## src/rtl/apbdec_pkg.sv

```systemverilog
package apbdec_pkg;
    localparam int unsigned ADDR_W      = 32;
    localparam int unsigned DATA_W      = 32;
    localparam int unsigned STRB_W      = DATA_W / 8;
    localparam int unsigned PROT_W      = 3;
    localparam int unsigned STRIDE_LOG2 = 2;
    localparam int unsigned IDX_W       = ADDR_W - STRIDE_LOG2;

    typedef struct packed {
        logic [ADDR_W-1:0] addr;
        logic [DATA_W-1:0] wdata;
        logic              write;
        logic              enable;
        logic [STRB_W-1:0] strb;
        logic [PROT_W-1:0] prot;
    } req_t;

    typedef struct packed {
        logic [DATA_W-1:0] rdata;
        logic              ready;
        logic              slverr;
    } rsp_t;

    localparam rsp_t RSP_QUIET  = '{rdata: '0, ready: 1'b0, slverr: 1'b0};
    localparam rsp_t RSP_DECERR = '{rdata: '0, ready: 1'b1, slverr: 1'b1};

    function automatic logic idx_matches(input logic [IDX_W-1:0] word, input int unsigned port);
        return word == IDX_W'(port);
    endfunction
endpackage

```

## src/rtl/apbdec_addr_map.sv

```systemverilog
module apbdec_addr_map
    import apbdec_pkg::*;
#(
    parameter int unsigned NPORT = 3
) (
    input  logic [IDX_W-1:0] word,
    output logic [NPORT-1:0] hit_vec,
    output logic             hit
);
    for (genvar g = 0; g < NPORT; g++) begin : g_cmp
        assign hit_vec[g] = idx_matches(word, g);
    end
    assign hit = |hit_vec;
endmodule

```

## src/rtl/apbdec_fanout.sv

```systemverilog
module apbdec_fanout
    import apbdec_pkg::*;
#(
    parameter int unsigned NPORT = 3
) (
    input  logic             sel_in,
    input  req_t             req,
    input  logic [NPORT-1:0] hit_vec,
    output logic [NPORT-1:0] psel,
    output req_t [NPORT-1:0] req_out
);
    for (genvar g = 0; g < NPORT; g++) begin : g_port
        assign psel[g]    = sel_in & hit_vec[g];
        assign req_out[g] = req;
    end
endmodule

```

## src/rtl/apbdec_resp_mux.sv

```systemverilog
module apbdec_resp_mux
    import apbdec_pkg::*;
#(
    parameter int unsigned NPORT = 3
) (
    input  logic             sel_in,
    input  logic             hit,
    input  logic [NPORT-1:0] hit_vec,
    input  rsp_t [NPORT-1:0] rsp_in,
    output rsp_t             rsp_out
);
    rsp_t merged;

    always_comb begin
        merged = RSP_QUIET;
        for (int i = 0; i < NPORT; i++) begin
            if (hit_vec[i]) merged = merged | rsp_in[i];
        end
    end

    always_comb begin
        if (!sel_in)   rsp_out = RSP_QUIET;
        else if (!hit) rsp_out = RSP_DECERR;
        else           rsp_out = merged;
    end
endmodule

```

## src/rtl/apb_regfan.sv

```systemverilog
module apb_regfan
    import apbdec_pkg::*;
#(
    parameter int unsigned NPORT = 3
) (
    input  logic                          s_psel,
    input  logic                          s_penable,
    input  logic                          s_pwrite,
    input  logic [ADDR_W-1:0]             s_paddr,
    input  logic [PROT_W-1:0]             s_pprot,
    input  logic [DATA_W-1:0]             s_pwdata,
    input  logic [STRB_W-1:0]             s_pstrb,
    output logic [DATA_W-1:0]             s_prdata,
    output logic                          s_pready,
    output logic                          s_pslverr,
    output logic [NPORT-1:0]              m_psel,
    output logic [NPORT-1:0]              m_penable,
    output logic [NPORT-1:0]              m_pwrite,
    output logic [NPORT-1:0][ADDR_W-1:0]  m_paddr,
    output logic [NPORT-1:0][PROT_W-1:0]  m_pprot,
    output logic [NPORT-1:0][DATA_W-1:0]  m_pwdata,
    output logic [NPORT-1:0][STRB_W-1:0]  m_pstrb,
    input  logic [NPORT-1:0][DATA_W-1:0]  m_prdata,
    input  logic [NPORT-1:0]              m_pready,
    input  logic [NPORT-1:0]              m_pslverr
);
    req_t             up_req;
    req_t [NPORT-1:0] dn_req;
    rsp_t [NPORT-1:0] dn_rsp;
    rsp_t             up_rsp;
    logic [NPORT-1:0] hit_vec;
    logic             hit;

    assign up_req = '{addr: s_paddr, wdata: s_pwdata, write: s_pwrite,
                      enable: s_penable, strb: s_pstrb, prot: s_pprot};

    apbdec_addr_map #(.NPORT(NPORT)) u_map (
        .word    (s_paddr[ADDR_W-1:STRIDE_LOG2]),
        .hit_vec (hit_vec),
        .hit     (hit)
    );

    apbdec_fanout #(.NPORT(NPORT)) u_fan (
        .sel_in  (s_psel),
        .req     (up_req),
        .hit_vec (hit_vec),
        .psel    (m_psel),
        .req_out (dn_req)
    );

    for (genvar g = 0; g < NPORT; g++) begin : g_unpack
        assign m_paddr[g]   = dn_req[g].addr;
        assign m_pwdata[g]  = dn_req[g].wdata;
        assign m_pwrite[g]  = dn_req[g].write;
        assign m_penable[g] = dn_req[g].enable;
        assign m_pstrb[g]   = dn_req[g].strb;
        assign m_pprot[g]   = dn_req[g].prot;
        assign dn_rsp[g]    = '{rdata: m_prdata[g], ready: m_pready[g], slverr: m_pslverr[g]};
    end

    apbdec_resp_mux #(.NPORT(NPORT)) u_rsp (
        .sel_in  (s_psel),
        .hit     (hit),
        .hit_vec (hit_vec),
        .rsp_in  (dn_rsp),
        .rsp_out (up_rsp)
    );

    assign s_prdata  = up_rsp.rdata;
    assign s_pready  = up_rsp.ready;
    assign s_pslverr = up_rsp.slverr;
endmodule

```

## config.mk

```make
export PLATFORM = sky130hd
export DESIGN_NAME = apb_regfan
export DESIGN_NICKNAME = d
export VERILOG_FILES = /design/src/rtl/apbdec_pkg.sv /design/src/rtl/apbdec_addr_map.sv /design/src/rtl/apbdec_fanout.sv /design/src/rtl/apbdec_resp_mux.sv /design/src/rtl/apb_regfan.sv
export SDC_FILE = /design/constraint.sdc
export NUM_CORES = 1
export LEC_CHECK = 0
export BUFFER_PORTS_ARGS = -buffer_cell sky130_fd_sc_hd__buf_4
export CORE_AREA = 5 5 166 168
export DETAILED_ROUTE_END_ITERATION = 8
export DIE_AREA = 0 0 171 173
export GPL_ROUTABILITY_DRIVEN = 0
export PLACE_DENSITY_LB_ADDON = 0.08
export SYNTH_ARGS = -nofsm -noshare
export SYNTH_HDL_FRONTEND = slang
export SYNTH_SLANG_ARGS = --single-unit
```

## constraint.sdc

```tcl
create_clock -name vclk -period 4.3
set_clock_uncertainty 0.05 [all_clocks]
set_input_delay 0.86 -clock vclk [all_inputs]
set_output_delay 0.86 -clock vclk [all_outputs]
set_load 0.02 [all_outputs]
```

==> results of run 1 <==
synth_stat cells:
cell         n  area (um2)
nor4b_2      1        15.0
mux2i_1     32         320
nor4_1       4        25.0
nor4_2      37         463
nor2b_1      1        6.26
nor2_1       1        3.75
mux2_2       1        11.3
a2bb2oi_1   32         280
nand2_1      2        7.51
buf_6        3        33.8
mux2_1       1        11.3
clkbuf_1     6        22.5
inv_1        1        3.75
buf_4      223        1670
buf_2        6        30.0
buf_1        2        7.51
nand3_2      1        10.0
nand4_4      1        21.3
o22a_1       2        17.5
nand2b_1     2        12.5
o31a_1       2        17.5
kinds of logic after synthesis:
group,count (synthesis),share of synthesized area
and+or+nand+nor,50,0.188
buffers and inverters,241,0.592
muxes,34,0.115
AOI/OAI and AO/OA,36,0.105
worst paths after layout:
| check | from | to | slack (ns) | cells past startpoint |
|---|---|---|---|---|
| hold / removal | s_pwdata[1] | m_pwdata[1] | 1.67 | 0 |
| setup / recovery | s_paddr[2] | s_pslverr | 0.93 | 5 |
metal layers:
layer	routed length, um	vias up	track usage	share of wire
met2	6840	166	0.151	0.55
met5	0	-	0	0
met4	304	0	0.0185	0.024
met1	3930	1096	0.0741	0.32
met3	1340	40	0.0178	0.11
li1	-	1092	-	-
cell type report:
| cell class | count | share of cell area |
|---|---|---|
| Tap cell | 335 | 0.115 |
| Timing Repair Buffer | 267 | 0.548 |
| Inverter | 1 | 0.00103 |
| Multi-Input combinational cell | 120 | 0.337 |
power by group through the flow:
stage	sequential, mW	clock (mW)	combinational [mW]
floorplan	0	0	0.384
global placement	0	0	0.353
detailed placement	0	0	0.352
CTS	0	0	0.353
global route	0	0	0.368
finish	0	0	0.344
==> run_results.csv, run 1 <==
group,metric,value,unit
finish,final_cell_mix,"267 x buf_4, 37 x nor4_2, 32 x mux2i_1, 32 x a2bb2oi_1, 4 x nor4_1",
finish,seq_cells,0,
power_and_ir_drop,irDropWorstVdd,0.0000636,V
synthesis,ys_seq_area_frac,0,
clock_network,cts.repair.resized,0,
worst_setup_path,cp-end-kind,"primary output",
routing,detail-route-antenna-nets,0,
placement,port_buffers,260,
timing,fin_tns_setup,0,ns
global_routing,gr-total-overflow,0,
timing,rsz0062_at_grt,"no",
run_status,outcome,"finished, final reports clean",
power_and_ir_drop,p_total,0.344,mW
routing,via_count,2394,
floorplan,initial_core_util,0.116,
finish,clkbuf_count,0,
worst_setup_path,crit_required,3.39,ns
synthesis,yosysWarnings,0,
clock_network,post-cts-setup-buffers,0,
global_routing,grt_pass1_wl,17.4,mm
worst_setup_path,cp_cell_sequence,"buf_4 -> mux2_2 -> o22a_1 -> o31a_1 -> buf_4",
synthesis,syn_area,2990,um2
timing,hold_violations,0,
worst_setup_path,slowest_delay,0.60,ns
power_and_ir_drop,seq_power_share,0,
power_and_ir_drop,power_switching,0.166,mW
clock_network,hold_buffers,0,
finish,fin_util,0.142,
timing,fin_ws,0.931,ns
routing,viasPerCell,3.31,
routing,wl_per_cell,17.2,um
routing,drtIter0Drc,45,
power_and_ir_drop,p_comb_frac,1.000,
global_routing,grt_max_degree,43,
finish,fin_area,3660,um2
floorplan,die_w,171,um
finish,fillers,2919,
worst_setup_path,cpMostUsedCell,"buf_4",
routing,post-route-drc-count,0,
finish,final_cell_count_no_fill,723,
worst_setup_path,worst_ep_arrival_time,2.46,ns
placement,post-place-cells,723,
floorplan,coreArea,25800,um2
power_and_ir_drop,clockPowerShare,0,
timing,worst_pin_slew,0.788,ns
routing,firstDrtPassIters,4,
global_routing,grt_pass1_vias,2711,
power_and_ir_drop,intPower,0.178,mW
power_and_ir_drop,p_per_area,93.9,nW/um2
worst_setup_path,crit_type,"in -> out",
power_and_ir_drop,swShare,0.483,
worst_setup_path,cp_top_family,"buffers and inverters",
power_and_ir_drop,p_leak,1.66,nW
worst_setup_path,cp_slowest_cell,"buf_4",
synthesis,synth_nets,537,
timing,holdWs,1.67,ns
timing,max_clock_freq,297,MHz
floorplan,die_area,29600,um2
synthesis,netlist_instances,361,
finish,diodes,0,
finish,mostFrequentLayoutCell,"buf_4",
placement,dp_slack,0.869,ns
synthesis,synth_cell_type_count,21,
run,drv_cap,0,
synthesis,synth.avg_cell_area,8.29,um2
placement,placed_area,3660,um2
timing,drv_slew,0,
global_routing,antenna_found_initial,0,
floorplan,rows,59,
worst_setup_path,crit_buf_inv,2,
finish,syn_to_final_growth,22.2,%
worst_setup_path,cp_max_fo,42,
timing,fin_crit_sh,0.784,
placement,dpl.hpwl,9.84,mm
worst_setup_path,cp-start-kind,"input port",
floorplan,die_h,173,um
finish,register_area,0,um2
timing,post-route-min-period,3.37,ns
finish,nets,566,
worst_hold_path,hp-class,"in -> out",
floorplan,io-pin-count,432,
finish,multi_input_area,1230,um2
finish,drive_above_1_share,0.799,
timing,maxSlewHeadroom,0.474,
global_routing,grt_usage,0.0744,
routing,drt_wl_total,12.4,mm
timing,setup_viol,0,
Power figures use the tool's default switching activity.
==> run 2: changes to the inputs <==
--- a/config.mk
+++ b/config.mk
@@ -6,9 +6,9 @@
 export NUM_CORES = 1
 export LEC_CHECK = 0
 export BUFFER_PORTS_ARGS = -buffer_cell sky130_fd_sc_hd__buf_4
-export CORE_AREA = 5 5 166 168
+export CORE_AREA = 5 5 165 167
 export DETAILED_ROUTE_END_ITERATION = 8
-export DIE_AREA = 0 0 171 173
+export DIE_AREA = 0 0 170 172
 export GPL_ROUTABILITY_DRIVEN = 0
 export PLACE_DENSITY_LB_ADDON = 0.08
 export SYNTH_ARGS = -nofsm -noshare
==> constraint.sdc (replaced) <==
create_clock -name vclk -period 2.7
set_clock_uncertainty 0.05 [all_clocks]
set_input_delay 0.54 -clock vclk [all_inputs]
set_output_delay 0.54 -clock vclk [all_outputs]
set_load 0.02 [all_outputs]
==> run_results.csv, run 2 (synthesis gave the netlist of run 1 again) <==
group,metric,value,unit
finish,mostFrequentLayoutCell,"buf_4",
finish,final_cell_mix,"269 x buf_4, 37 x nor4_2, 32 x mux2i_1, 32 x a2bb2oi_1, 5 x buf_12",
worst_setup_path,endpoint,"s_prdata[23]",
routing,wl_per_cell,17.8,um
finish,diodes,0,
routing,drt_wl_total,13.0,mm
global_routing,gr-total-overflow,0,
worst_setup_path,cp-start-kind,"input port",
placement,placed_area,3790,um2
routing,via_count,2469,
finish,fillers,2898,
finish,seq_cells,0,
timing,rsz0062_at_grt,"yes",
placement,port_buffers,260,
finish,syn_to_final_growth,28.8,%
power_and_ir_drop,irDropWorstVdd,0.0000554,V
finish,clkbuf_count,0,
floorplan,io-pin-count,432,
floorplan,die_h,172,um
finish,fin_util,0.151,
worst_setup_path,crit_required,2.11,ns
finish,final_cell_count_no_fill,732,
run_status,outcome,"finished, final reports clean",
placement,post-place-cells,732,
worst_setup_path,worst_ep_arrival_time,2.00,ns
timing,post-route-min-period,2.59,ns
floorplan,die_area,29200,um2
timing,drv_slew,0,
finish,drive_above_1_share,0.814,
global_routing,grt_usage,0.0782,
worst_setup_path,crit_type,"in -> out",
worst_setup_path,cp_slowest_cell,"nor4_4",
worst_hold_path,hp-class,"in -> out",
timing,fin_tns_setup,0,ns
timing,maxSlewHeadroom,0.743,
finish,nets,575,
floorplan,die_w,170,um
finish,register_area,0,um2
power_and_ir_drop,p_total,0.574,mW
timing,max_clock_freq,387,MHz
worst_setup_path,cp-end-kind,"primary output",
routing,detail-route-antenna-nets,0,
floorplan,coreArea,25600,um2
global_routing,grt_pass1_vias,2673,
global_routing,antenna_found_initial,0,
timing,holdWs,1.03,ns
timing,worst_pin_slew,0.385,ns
timing,fin_crit_sh,0.958,
worst_setup_path,slowest_delay,0.29,ns
placement,dp_slack,-0.157,ns
routing,post-route-drc-count,0,
worst_setup_path,critPathLaunch,"s_paddr[9]",
timing,hold_violations,0,
floorplan,rows,59,
clock_network,hold_buffers,0,
routing,viasPerCell,3.37,
worst_setup_path,cp_cell_sequence,"buf_4 -> nor4_4 -> buf_4 -> nand4_4 -> buf_12 -> nor4_2 -> buf_4",
global_routing,grt_max_degree,30,
run,drv_cap,0,
power_and_ir_drop,p_leak,1.76,nW
placement,dpl.hpwl,10.9,mm
timing,setup_viol,0,
power_and_ir_drop,p_per_area,149,nW/um2
worst_setup_path,cpMostUsedCell,"buf_4",
routing,firstDrtPassIters,3,
routing,drtIter0Drc,45,
finish,fin_area,3860,um2
global_routing,grt_pass1_wl,17.7,mm
worst_setup_path,cp_max_fo,24,
timing,fin_ws,0.113,ns
floorplan,initial_core_util,0.117,
-- run 2: worst min-delay path by stage --
stage | end | cells after the start | from
after global routing | m_pwdata[14] | 0 | s_pwdata[14]
after detailed placement | m_pstrb[11] | 0 | s_pstrb[3]
after global placement | m_pstrb[11] | 0 | s_pstrb[3]
after floorplan | m_paddr[0] | 1 | s_paddr[0]
final | m_pwdata[14] | 0 | s_pwdata[14]
after CTS | m_pstrb[11] | 0 | s_pstrb[3]
-- run 2: routing by layer --
layer  vias to the layer above  track usage  part of all wire
li1                       1112            -                 -
met5                         -            0                 0
met3                        53       0.0171             0.096
met4                         0       0.0191             0.027
met2                       167        0.159              0.56
met1                      1137       0.0806              0.32
-- run 2: report_power, final --
group | switching [mW] | internal (mW) | total (mW)
Sequential | 0 | 0 | 0
Combinational | 0.279 | 0.295 | 0.574
Clock | 0 | 0 | 0
-- run 2: worst max-delay path, delay by kind of cell --
| family | cells | cell delay [ns] |
|---|---|---|
| buffers and inverters | 4 | 0.72 |
| AND/OR/NAND/NOR | 3 | 0.71 |
-- run 2: what timing repair did --
item                                    in CTS  in global routing
setup buffers                                0                  0
endpoints found under the setup margin       1                 29
pin swaps                                    0                  1
resized for setup                            2                  8
-- run 2: area by class of cell --
class	count	area (um2)	area share
inverter	1	3.75	0.000973
multi-input combinational	120	1290	0.335
tap	335	419	0.109
timing repair buffer	276	2140	0.555
